## src/rtl/dif_pkg.sv

```systemverilog
package dif_pkg;
   typedef enum logic [1:0] {
      MODE_INSERT  = 2'd0,
      MODE_STRIP   = 2'd1,
      MODE_PASS    = 2'd2,
      MODE_REPLACE = 2'd3
   } dif_mode_e;

   typedef struct packed {
      dif_mode_e mode;
      logic      gsel;
      logic      app_en;
      logic      ref_en;
      logic      app_inc;
      logic      ref_inc;
   } dif_cfg_t;

   localparam int TRAILER_BYTES = 8;
endpackage

```

## src/rtl/dif_crc16.sv

```systemverilog
module dif_crc16 #(
   parameter logic [15:0] POLY = 16'h8BB7
) (
   input  logic        clk,
   input  logic        rst_n,
   input  logic        clr,
   input  logic        en,
   input  logic [7:0]  byte_i,
   output logic [15:0] guard_o
);
   logic [15:0] crc_q;

   function automatic logic [15:0] crc_byte(input logic [15:0] c_in, input logic [7:0] b);
      logic [15:0] c;
      c = c_in ^ {b, 8'h00};
      for (int i = 0; i < 8; i++) begin
         c = c[15] ? ((c << 1) ^ POLY) : (c << 1);
      end
      return c;
   endfunction

   always_ff @(posedge clk or negedge rst_n) begin
      if (!rst_n)     crc_q <= '0;
      else if (clr)   crc_q <= '0;
      else if (en)    crc_q <= crc_byte(crc_q, byte_i);
   end

   assign guard_o = crc_q;

   // each block starts from a zero remainder
   p_crc_restart_r3: assert property (@(posedge clk) disable iff (!rst_n)
      clr |=> (guard_o == 16'h0000));
endmodule

```

## src/rtl/dif_csum16.sv

```systemverilog
module dif_csum16 (
   input  logic        clk,
   input  logic        rst_n,
   input  logic        clr,
   input  logic        en,
   input  logic [7:0]  byte_i,
   output logic [15:0] guard_o
);
   logic [15:0] sum_q;
   logic [7:0]  hi_q;
   logic        odd_q;
   logic [16:0] raw;
   logic [15:0] folded;

   always_comb begin
      raw    = {1'b0, sum_q} + {1'b0, hi_q, byte_i};
      folded = raw[15:0] + {15'd0, raw[16]};
   end

   always_ff @(posedge clk or negedge rst_n) begin
      if (!rst_n) begin
         sum_q <= '0;
         hi_q  <= '0;
         odd_q <= 1'b0;
      end else if (clr) begin
         sum_q <= '0;
         hi_q  <= '0;
         odd_q <= 1'b0;
      end else if (en) begin
         odd_q <= ~odd_q;
         if (!odd_q) hi_q  <= byte_i;
         else        sum_q <= folded;
      end
   end

   assign guard_o = ~sum_q;

   // an empty sum inverts to all ones
   p_csum_restart_r4: assert property (@(posedge clk) disable iff (!rst_n)
      clr |=> (guard_o == 16'hFFFF));
endmodule

```

## src/rtl/dif_tag_ctr.sv

```systemverilog
module dif_tag_ctr #(
   parameter int W = 16
) (
   input  logic         clk,
   input  logic         rst_n,
   input  logic         load,
   input  logic [W-1:0] init,
   input  logic         bump,
   output logic [W-1:0] val
);
   always_ff @(posedge clk or negedge rst_n) begin
      if (!rst_n)     val <= '0;
      else if (load)  val <= init;
      else if (bump)  val <= val + W'(1);
   end

   // a block end with counting enabled advances by exactly one
   p_tag_step_r5: assert property (@(posedge clk) disable iff (!rst_n)
      (bump && !load) |=> (val == $past(val) + W'(1)));
   p_tag_load_r5: assert property (@(posedge clk) disable iff (!rst_n)
      load |=> (val == $past(init)));
endmodule

```

## src/rtl/dif_unit.sv

```systemverilog
module dif_unit
   import dif_pkg::*;
#(
   parameter int BLOCK_BYTES = 512,
   parameter bit HAS_CSUM    = 1'b1
) (
   input  logic        clk,
   input  logic        rst_n,
   input  logic        cmd_start,
   input  logic [1:0]  cmd_mode,
   input  logic        cmd_guard_sel,
   input  logic        cmd_app_en,
   input  logic        cmd_ref_en,
   input  logic        cmd_app_inc,
   input  logic        cmd_ref_inc,
   input  logic [15:0] cmd_app_init,
   input  logic [31:0] cmd_ref_init,
   input  logic        in_valid,
   input  logic [7:0]  in_data,
   output logic        in_ready,
   output logic        out_valid,
   output logic [7:0]  out_data,
   output logic        sts_valid,
   output logic        sts_guard_err,
   output logic        sts_app_err,
   output logic        sts_ref_err
);
   localparam int FRAME = BLOCK_BYTES + TRAILER_BYTES;
   localparam int CNT_W = $clog2(FRAME);
   localparam logic [CNT_W-1:0] BLK_C  = CNT_W'(BLOCK_BYTES);
   localparam logic [CNT_W-1:0] LAST_C = CNT_W'(FRAME - 1);

   generate
      if (BLOCK_BYTES < 2 || (BLOCK_BYTES % 2) != 0) begin : g_bad_block
         $error("BLOCK_BYTES must be an even count of at least 2");
      end
   endgenerate

   dif_cfg_t         cfg_q;
   logic             armed_q;
   logic [CNT_W-1:0] cnt_q;
   logic             data_ph, is_ins, step, last, blk_end;
   logic [2:0]       tidx;
   logic [15:0]      crc_v, csum_v, guard_v, app_v, gen_app;
   logic [31:0]      ref_v, gen_ref;
   logic [63:0]      exp_w, gen_w;
   logic [7:0]       exp_b, gen_b, trl_b;
   logic             f_guard, f_app, f_ref, mism, chk;
   logic             g_cur, a_cur, r_cur, g_acc, a_acc, r_acc;
   logic             emit;

   // framing
   assign data_ph  = (cnt_q < BLK_C);
   assign is_ins   = (cfg_q.mode == MODE_INSERT);
   assign in_ready = armed_q && !(is_ins && !data_ph);
   assign step     = (in_valid && in_ready) || (armed_q && is_ins && !data_ph);
   assign last     = (cnt_q == LAST_C);
   assign blk_end  = step && last;
   assign tidx     = cnt_q[2:0] - BLK_C[2:0];

   always_ff @(posedge clk or negedge rst_n) begin
      if (!rst_n) begin
         cfg_q   <= '0;
         armed_q <= 1'b0;
         cnt_q   <= '0;
      end else if (cmd_start) begin
         cfg_q   <= '{mode: dif_mode_e'(cmd_mode), gsel: cmd_guard_sel,
                      app_en: cmd_app_en, ref_en: cmd_ref_en,
                      app_inc: cmd_app_inc, ref_inc: cmd_ref_inc};
         armed_q <= 1'b1;
         cnt_q   <= '0;
      end else if (step) begin
         cnt_q   <= last ? '0 : cnt_q + CNT_W'(1);
      end
   end

   // guard engines
   dif_crc16 u_crc (
      .clk(clk), .rst_n(rst_n), .clr(cmd_start || blk_end),
      .en(step && data_ph), .byte_i(in_data), .guard_o(crc_v));

   generate
      if (HAS_CSUM) begin : g_csum
         dif_csum16 u_csum (
            .clk(clk), .rst_n(rst_n), .clr(cmd_start || blk_end),
            .en(step && data_ph), .byte_i(in_data), .guard_o(csum_v));
      end else begin : g_no_csum
         assign csum_v = 16'h0000;
      end
   endgenerate

   assign guard_v = (HAS_CSUM && cfg_q.gsel) ? csum_v : crc_v;

   // tag counters
   dif_tag_ctr #(.W(16)) u_app (
      .clk(clk), .rst_n(rst_n), .load(cmd_start), .init(cmd_app_init),
      .bump(blk_end && cfg_q.app_inc), .val(app_v));
   dif_tag_ctr #(.W(32)) u_ref (
      .clk(clk), .rst_n(rst_n), .load(cmd_start), .init(cmd_ref_init),
      .bump(blk_end && cfg_q.ref_inc), .val(ref_v));

   // trailer bytes: expected for checking, generated for output
   assign gen_app = cfg_q.app_en ? app_v : 16'hFFFF;
   assign gen_ref = cfg_q.ref_en ? ref_v : 32'hFFFF_FFFF;
   assign exp_w   = {guard_v, app_v, ref_v};
   assign gen_w   = {guard_v, gen_app, gen_ref};
   assign exp_b   = exp_w[8*(7 - int'(tidx)) +: 8];
   assign gen_b   = gen_w[8*(7 - int'(tidx)) +: 8];
   assign f_guard = (tidx < 3'd2);
   assign f_app   = (tidx == 3'd2) || (tidx == 3'd3);
   assign f_ref   = tidx[2];

   always_comb begin
      unique case (cfg_q.mode)
         MODE_INSERT:  trl_b = gen_b;
         MODE_PASS:    trl_b = in_data;
         MODE_REPLACE: trl_b = (f_guard || (f_app && cfg_q.app_en) ||
                                (f_ref && cfg_q.ref_en)) ? gen_b : in_data;
         default:      trl_b = in_data;
      endcase
   end

   // checking
   assign chk   = step && !data_ph && !is_ins;
   assign mism  = (in_data != exp_b);
   assign g_cur = chk && f_guard && mism;
   assign a_cur = chk && f_app && mism && cfg_q.app_en;
   assign r_cur = chk && f_ref && mism && cfg_q.ref_en;

   always_ff @(posedge clk or negedge rst_n) begin
      if (!rst_n) begin
         {g_acc, a_acc, r_acc} <= '0;
      end else if (cmd_start || blk_end) begin
         {g_acc, a_acc, r_acc} <= '0;
      end else if (chk) begin
         g_acc <= g_acc | g_cur;
         a_acc <= a_acc | a_cur;
         r_acc <= r_acc | r_cur;
      end
   end

   // output stage
   assign emit = data_ph || (cfg_q.mode != MODE_STRIP);

   always_ff @(posedge clk or negedge rst_n) begin
      if (!rst_n) begin
         out_valid <= 1'b0;
         out_data  <= '0;
         sts_valid <= 1'b0;
         {sts_guard_err, sts_app_err, sts_ref_err} <= '0;
      end else begin
         out_valid <= step && emit && !cmd_start;
         if (step) out_data <= data_ph ? in_data : trl_b;
         sts_valid <= blk_end && !cmd_start;
         {sts_guard_err, sts_app_err, sts_ref_err} <= (blk_end && !cmd_start) ?
            {g_acc | g_cur, a_acc | a_cur, r_acc | r_cur} : 3'b000;
      end
   end

   // nothing is accepted before a command arrives
   p_idle_r1: assert property (@(posedge clk) disable iff (!rst_n)
      !armed_q |-> (!in_ready && !out_valid && !sts_valid));
   // the cycle after the last data byte in insert mode the input is held
   p_ins_stall_r2: assert property (@(posedge clk) disable iff (!rst_n)
      (step && is_ins && cnt_q == BLK_C - CNT_W'(1) && !cmd_start) |=> !in_ready);
   // strip mode never emits trailer bytes
   p_strip_quiet_r7: assert property (@(posedge clk) disable iff (!rst_n)
      (step && !data_ph && cfg_q.mode == MODE_STRIP) |=> !out_valid);
   // inserted blocks report clean status
   p_ins_clean_r10: assert property (@(posedge clk) disable iff (!rst_n)
      (blk_end && is_ins) |=> !(sts_guard_err || sts_app_err || sts_ref_err));
   // a status strobe follows a processed byte
   p_sts_after_step_r10: assert property (@(posedge clk) disable iff (!rst_n)
      sts_valid |-> $past(step));
endmodule

```

## config.mk

```make
export PLATFORM = sky130hd
export DESIGN_NAME = dif_unit
export DESIGN_NICKNAME = d
export VERILOG_FILES = /design/src/rtl/dif_pkg.sv /design/src/rtl/dif_crc16.sv /design/src/rtl/dif_csum16.sv /design/src/rtl/dif_tag_ctr.sv /design/src/rtl/dif_unit.sv
export SDC_FILE = /design/constraint.sdc
export NUM_CORES = 1
export LEC_CHECK = 0
export ABC_AREA = 1
export BUFFER_PORTS_ARGS = -buffer_cell sky130_fd_sc_hd__buf_2
export CAP_MARGIN = 20
export CORE_UTILIZATION = 55
export CTS_CLUSTER_DIAMETER = 40
export DETAILED_ROUTE_END_ITERATION = 7
export GPL_TIMING_DRIVEN = 0
export PLACE_DENSITY = 0.8
export SLEW_MARGIN = 20
export SYNTH_ARGS = -nofsm -noshare
export SYNTH_HDL_FRONTEND = slang
export SYNTH_SLANG_ARGS = --single-unit
```

## constraint.sdc

```tcl
create_clock -name clk -period 3.3 [get_ports clk]
set_clock_uncertainty 0.1 [all_clocks]
set_input_delay 0.165 -clock clk [delete_from_list [all_inputs] [get_ports clk]]
set_output_delay 0.165 -clock clk [all_outputs]
set_load 0.02 [all_outputs]
```

**Yosys cells after proc, flatten, opt, wreduce, memory -nomap -nowiden**

Index checks and enable logic that the tools add are counted.

- Bits in registers: 123
- Input bits: 67
- Logic and storage cells: 135

- Magnitude comparators: 2
- Muxes and demuxes: 38
- Equal/unequal tests: 7
- Bitwise gates (word level): 14
- Shifts and indexed selects: 2
- Add/sub/neg operators: 6
- Reduce and logical (&&, ||, !) cells: 43

Operators by type and width:

| kind | number |
|---|---|
| $mux 16 | 17 |
| $shiftx 64x7->8 | 2 |
| $mux 32 | 3 |
| $not 10->10 | 8 |
| $mux 8 | 5 |
| $add 32x1->32 const B | 1 |
| $mux 10 | 3 |
| $logic_and 1x1->1 | 24 |
| $add 16x16->17 | 1 |
| $add 16x1->16 | 1 |
| $add 16x1->16 const B | 1 |
| $not 16->16 | 1 |
| $pmux 8 s2 | 1 |
| $xor 16x16->16 | 1 |
| $reduce_bool 2->1 | 6 |
| $add 10x1->10 const B | 1 |
| $eq 10x10->1 const B | 1 |
| $lt 10x10->1 const B | 1 |
| $mux 1 | 8 |
| $ne 8x8->1 | 1 |
| $eq 3x2->1 const B | 2 |
| $logic_or 1x1->1 | 6 |
| $logic_not 1->1 | 4 |
| $ne 2x1->1 const B | 2 |
| 8 further kinds | 11 |

**Longest topological paths before layout**

- Depth in word-level cells: 19
- Mapped depth: 22

**Cells and area by module**

A second synthesis with hierarchy kept.

- Cell total of the unflattened synthesis: 1489
- Area total of the unflattened synthesis: 10000.8 µm²

By module, submodules not included:

| module | area an instance (µm²) | cells an instance | seq. area each (µm²) | instances |
|---|---|---|---|---|
| dif_unit | 2810.2 | 458 | 850.8 | 1 |
| dif_csum16 | 2418.6 | 380 | 625.6 | 1 |
| dif_tag_ctr at u_ref | 2218.4 | 325 | 800.8 | 1 |
| dif_crc16 | 1519.0 | 185 | 400.4 | 1 |
| dif_tag_ctr at u_app | 1034.7 | 141 | 400.4 | 1 |

**Worst setup path after synthesis**

Ideal clock, no wire load.

- Path type: register to register
- Start point: reg g_csum.u_csum.sum_q[0]
- End point: reg g_csum.u_csum.sum_q[12]
- Setup slack: 0.137 ns
- Stages on the path, launching flop included: 23
- Period minus slack after synthesis: 3.163 ns
- Arrival: 2.945 ns
- Cell sequence: dfrtp_1 -> ha_1 -> inv_1 -> fa_1 -> inv_1 -> nand3_1 -> nand2_4 -> nand2_1 -> nand2_1 -> nand2_1 -> nand2_1 -> a21oi_1 -> o21bai_1 -> ha_1 -> nand2_1 -> nor2_1 -> nand3_2 -> nor2_4 -> nand4_2 -> nor2_2 -> nand3_1 -> nand3_1 -> nand2_1

- Cells in the longest elaborated chain, start to end: 5

Ends and longest elaborated chain:

| element | RTL line | RTL |
|---|---|---|
| from (decl) | dif_csum16.sv:9 | `logic [15:0] sum_q;` |
| from (signal assigned) | dif_csum16.sv:32 | `else sum_q <= folded;` |
| $add 16x16->17 | dif_csum16.sv:16 | `raw = {1'b0, sum_q} + {1'b0, hi_q, byte_i};` |
| $add 16x1->16 | dif_csum16.sv:17 | `folded = raw[15:0] + {15'd0, raw[16]};` |
| $mux 16 | dif_csum16.sv:31 | `if (!odd_q) hi_q <= byte_i;` |
| $mux 16 | dif_csum16.sv:29 | `end else if (en) begin` |
| $mux 16 | dif_csum16.sv:25 | `end else if (clr) begin` |

No other way between the ends. The select of a mux whose other input is x is not followed.
A chain may end at the register's enable or synchronous reset.

**Worst setup path after layout**

- Start point: reg g_csum.u_csum.sum_q[0]
- End point: reg g_csum.u_csum.sum_q[13]

Same word-level chain as after synthesis.

==> impl_metrics.yaml <==
cells_and_area:
  nFillCells: 1394
  finalNonFillerCells: 1751
  drive_gt1_share_pct: 15.9
  syn2layout_area_growth_pct: 21.9
  final_util_pct: 69.0
  insertedDiodeCount: 0
  finish.net_count: 1611
  fin_area_mm2: 0.0115
cts:
  tritoncts.num_buffers: 17
  clock-root-buffer: "clkbuf_16"
  clock_sinks: 123
  clk_latency_ps: 440
  ctsHtreeMaxLevel: 4
  clkTransAtPathRegs_ps: 70
  cts.path.max_buffers: 2
  tritoncts: "built"
logic_synthesis:
  synth_nets: 1449
  ys_seq_area_share_pct: 32.6
  async_flop_share_pct: 100
  synth_ff_type: "dfrtp_1"
  avgSynthCellArea_um2: 6.97
  synth_cell_types: 55
  synth_area_leaders: "dfrtp_1, nand2_1, inv_1"
  synth_area_mm2: 0.00945
  ys_ff_latch: 123
  yosysWarningCount: 0
  synth_top_area_share_pct: 32.6
  synth_edf_count: 0
  synth.largest_area_cell: "dfrtp_1"
  synth_cells: 1356
floorplan:
  die_x_um: 133
  start_util_pct: 56.6
  die_area_mm2: 0.0177
  coreArea_mm2: 0.0167
  io_pins: 81
  die_height_um: 133
  fp-row-count: 47
place:
  hpwl_um: 21300
  post_dp_cell_area_mm2: 0.0102
  place_ws_ps: -590
  port_buffers: 80
  placed_cells: 1657
  place_congestion: 0.935
global_route:
  grt_pass1_wl_um: 48700
  grt_overflow: 0
  grt_max_degree: 65
  antenna_found_initial: 0
  track_usage_pct: 35.2
  grt_pass1_vias: 9564
critical_path:
  cp_data_required_time_ps: 3570
  start_kind: "flop"
  critPathMaxFanout: 3
  critPathArrivalTime_ps: 3420
  regToRegStartpoint: "g_csum.u_csum.sum_q[0]$_DFFE_PN0P_"
  critPathKind: "reg2reg"
  crit_path_start: "g_csum.u_csum.sum_q[0]$_DFFE_PN0P_"
  end_kind: "flop"
pwr:
  p_total_mw: 6.66
  max-vdd-ir-drop_v: 0.000432
  power_density_mw_per_mm2: 579
  comb_power_share_pct: 39.6
  switching_share_pct: 40.5
  p_switching_mw: 2.70
  power.internal_mw: 3.96
  seqPwrFrac_pct: 28.8
  power_leakage_nw: 5.59
  power_frac_clock_pct: 31.6
timing:
  max_slew_margin_pct: 45.2
  setup_tns_ps: 0
  maxSlewViolCount: 0
  period_needed_ps: 3150
  hold_violations: 0
  final-setup-viol-count: 0
  hold_ws_ps: 8.55
  fmax_mhz: 318
  min_period_over_period_pct: 95.3
  tightest_slew_ps: 822
  fin_ws_ps: 154
detailed_routing:
  wire_per_inst_um: 17.3
  drc: 0
  ant_nets: 0
  viasPerCell: 5.77
  num_vias: 10100
  drt_pass1_iterations: 6
  routed_wl_um: 30300
  drt-initial-drc-count: 966
status:
  outcome: "finished, final reports clean"
worst_hold_path:
  hp-start: "cmd_ref_init[16]"
  hold_path_class: "in2reg"
run:
  maxCapViolCount: 0
-- power groups by stage --
stage                     Sequential, mW  Combinational [mW]  Clock (mW)
after floorplan                     1.87                1.92           0
after global placement              1.93                2.39           0
after detailed placement            1.93                2.47           0
after CTS                           1.91                2.56        2.11
after global routing                1.94                2.94        2.18
final                               1.92                2.64        2.11
-- metal layers --
| layer | share of wire (%) | wire length [µm] | up-vias | GRT usage (%) |
|---|---|---|---|---|
| met4 | 3.9 | 1180 | 0 | 16.0 |
| met1 | 40 | 12100 | 4726 | 44.5 |
| met3 | 7.5 | 2260 | 104 | 5.48 |
| met2 | 49 | 14700 | 502 | 59.4 |
| met5 | 0 | 0 | - | 0 |
| li1 | - | - | 4771 | - |
-- state kept, by name, indices dropped and copies added, names as in the netlist --
name	flops
cnt_q	10
sts_valid	1
u_ref.val	32
sts_ref_err	1
out_data	8
u_app.val	16
u_crc.guard_o	16
cfg_q	7
armed_q	1
g_acc	1
g_csum.u_csum.odd_q	1
sts_app_err	1
g_csum.u_csum.hi_q	8
sts_guard_err	1
r_acc	1
a_acc	1
out_valid	1
g_csum.u_csum.sum_q	16
-- cells in the mapped netlist (5+ instances only) --
cell	number
nand2_1	397
inv_1	151
nand2_4	5
buf_4	5
inv_2	14
o22ai_1	14
ha_1	25
clkbuf_1	19
o221ai_1	9
dfrtp_1	123
o21ai_1	16
a31oi_1	11
nand3_2	8
nand4_1	16
xor2_2	6
nor3_1	29
nor2_1	78
xor2_1	44
a21oi_1	76
nor2_2	14
nand2_2	14
buf_2	12
o21ai_0	80
nand3b_1	7
o211ai_1	22
nand3_1	107
xnor2_1	7
-- what timing repair did --
action                     4_1_cts  5_1_grt
hold endpoints to repair       110        0
setup endpoints to repair       12        9
pin swaps                        6       11
gates cloned                     0        0
resized for setup               10       18
hold buffers                    52        0
setup buffers                    6        4
-- cells in the final DEF, fill, tap and decap left out, types with 16 or more instances in the layout --
cell type	instances
nor3_1	29
nor2_1	76
o21ai_1	16
o211ai_1	22
nand3_1	104
dfrtp_1	123
nand2_1	393
inv_2	16
ha_1	20
dlygate4sd3_1	52
clkbuf_1	19
inv_1	149
a21oi_1	75
nand2_2	16
clkbuf_16	17
nand4_1	16
o21ai_0	80
xor2_1	44
buf_2	91
-- path summary, 6_finish.rpt --
| check | endpoint | slack, ps | cells after the start |
|---|---|---|---|
| worst min register to register | out_data[6]$_DFFE_PN0N_ | 380 | 2 |
| min in group asynchronous | g_csum.u_csum.hi_q[1]$_DFFE_PN0P_ | 140 | 2 |
| worst min-delay path | u_ref.val[16]$_DFFE_PN0P_ | 9 | 5 |
| max in group asynchronous | cnt_q[1]$_DFFE_PN0P_ | 2240 | 3 |
| worst max register to register | g_csum.u_csum.sum_q[13]$_DFFE_PN0P_ | 150 | 22 |
| worst max-delay path | g_csum.u_csum.sum_q[13]$_DFFE_PN0P_ | 150 | 22 |
-- critical path, stage by stage (launching register included) --
cell and delay, ps:
dfrtp_1 390, ha_4 160, inv_2 40, fa_2 370, inv_2 70, nand3_2 70, nand2_4 100, nand2_4 50
nand2_4 70, nand2_2 70, nand2_2 80, a21oi_2 60, o21bai_2 200, ha_2 220, nor3b_4 210, nand3_2 110
nor2_2 130, nand4_1 130, nor2_2 150, nand2_1 70, nand2_1 70, nand3_2 80, nand2_1 70
-- area by class of cell --
cell class	count	area, µm²	share of cell area [%]
Tap cell	220	275	2.39
Clock inverter	14	209	1.81
Timing Repair Buffer	143	1030	8.97
Sequential cell	123	3080	26.7
Buffer	40	191	1.66
Inverter	168	633	5.50
Clock buffer	18	439	3.81
Multi-Input combinational cell	1025	5660	49.1
-- logic make-up after synthesis --
| family | count (synthesis) | share of synthesized area, % |
|---|---|---|
| simple gates | 687 | 32.3 |
| compound gates | 246 | 15.3 |
| buf+inv | 208 | 8.72 |
| flops | 123 | 32.6 |
| xor+xnor | 64 | 7.39 |
| fa+ha+maj | 26 | 3.52 |
| mux | 2 | 0.212 |
No activity file was read; power rests on OpenSTA's default activity.
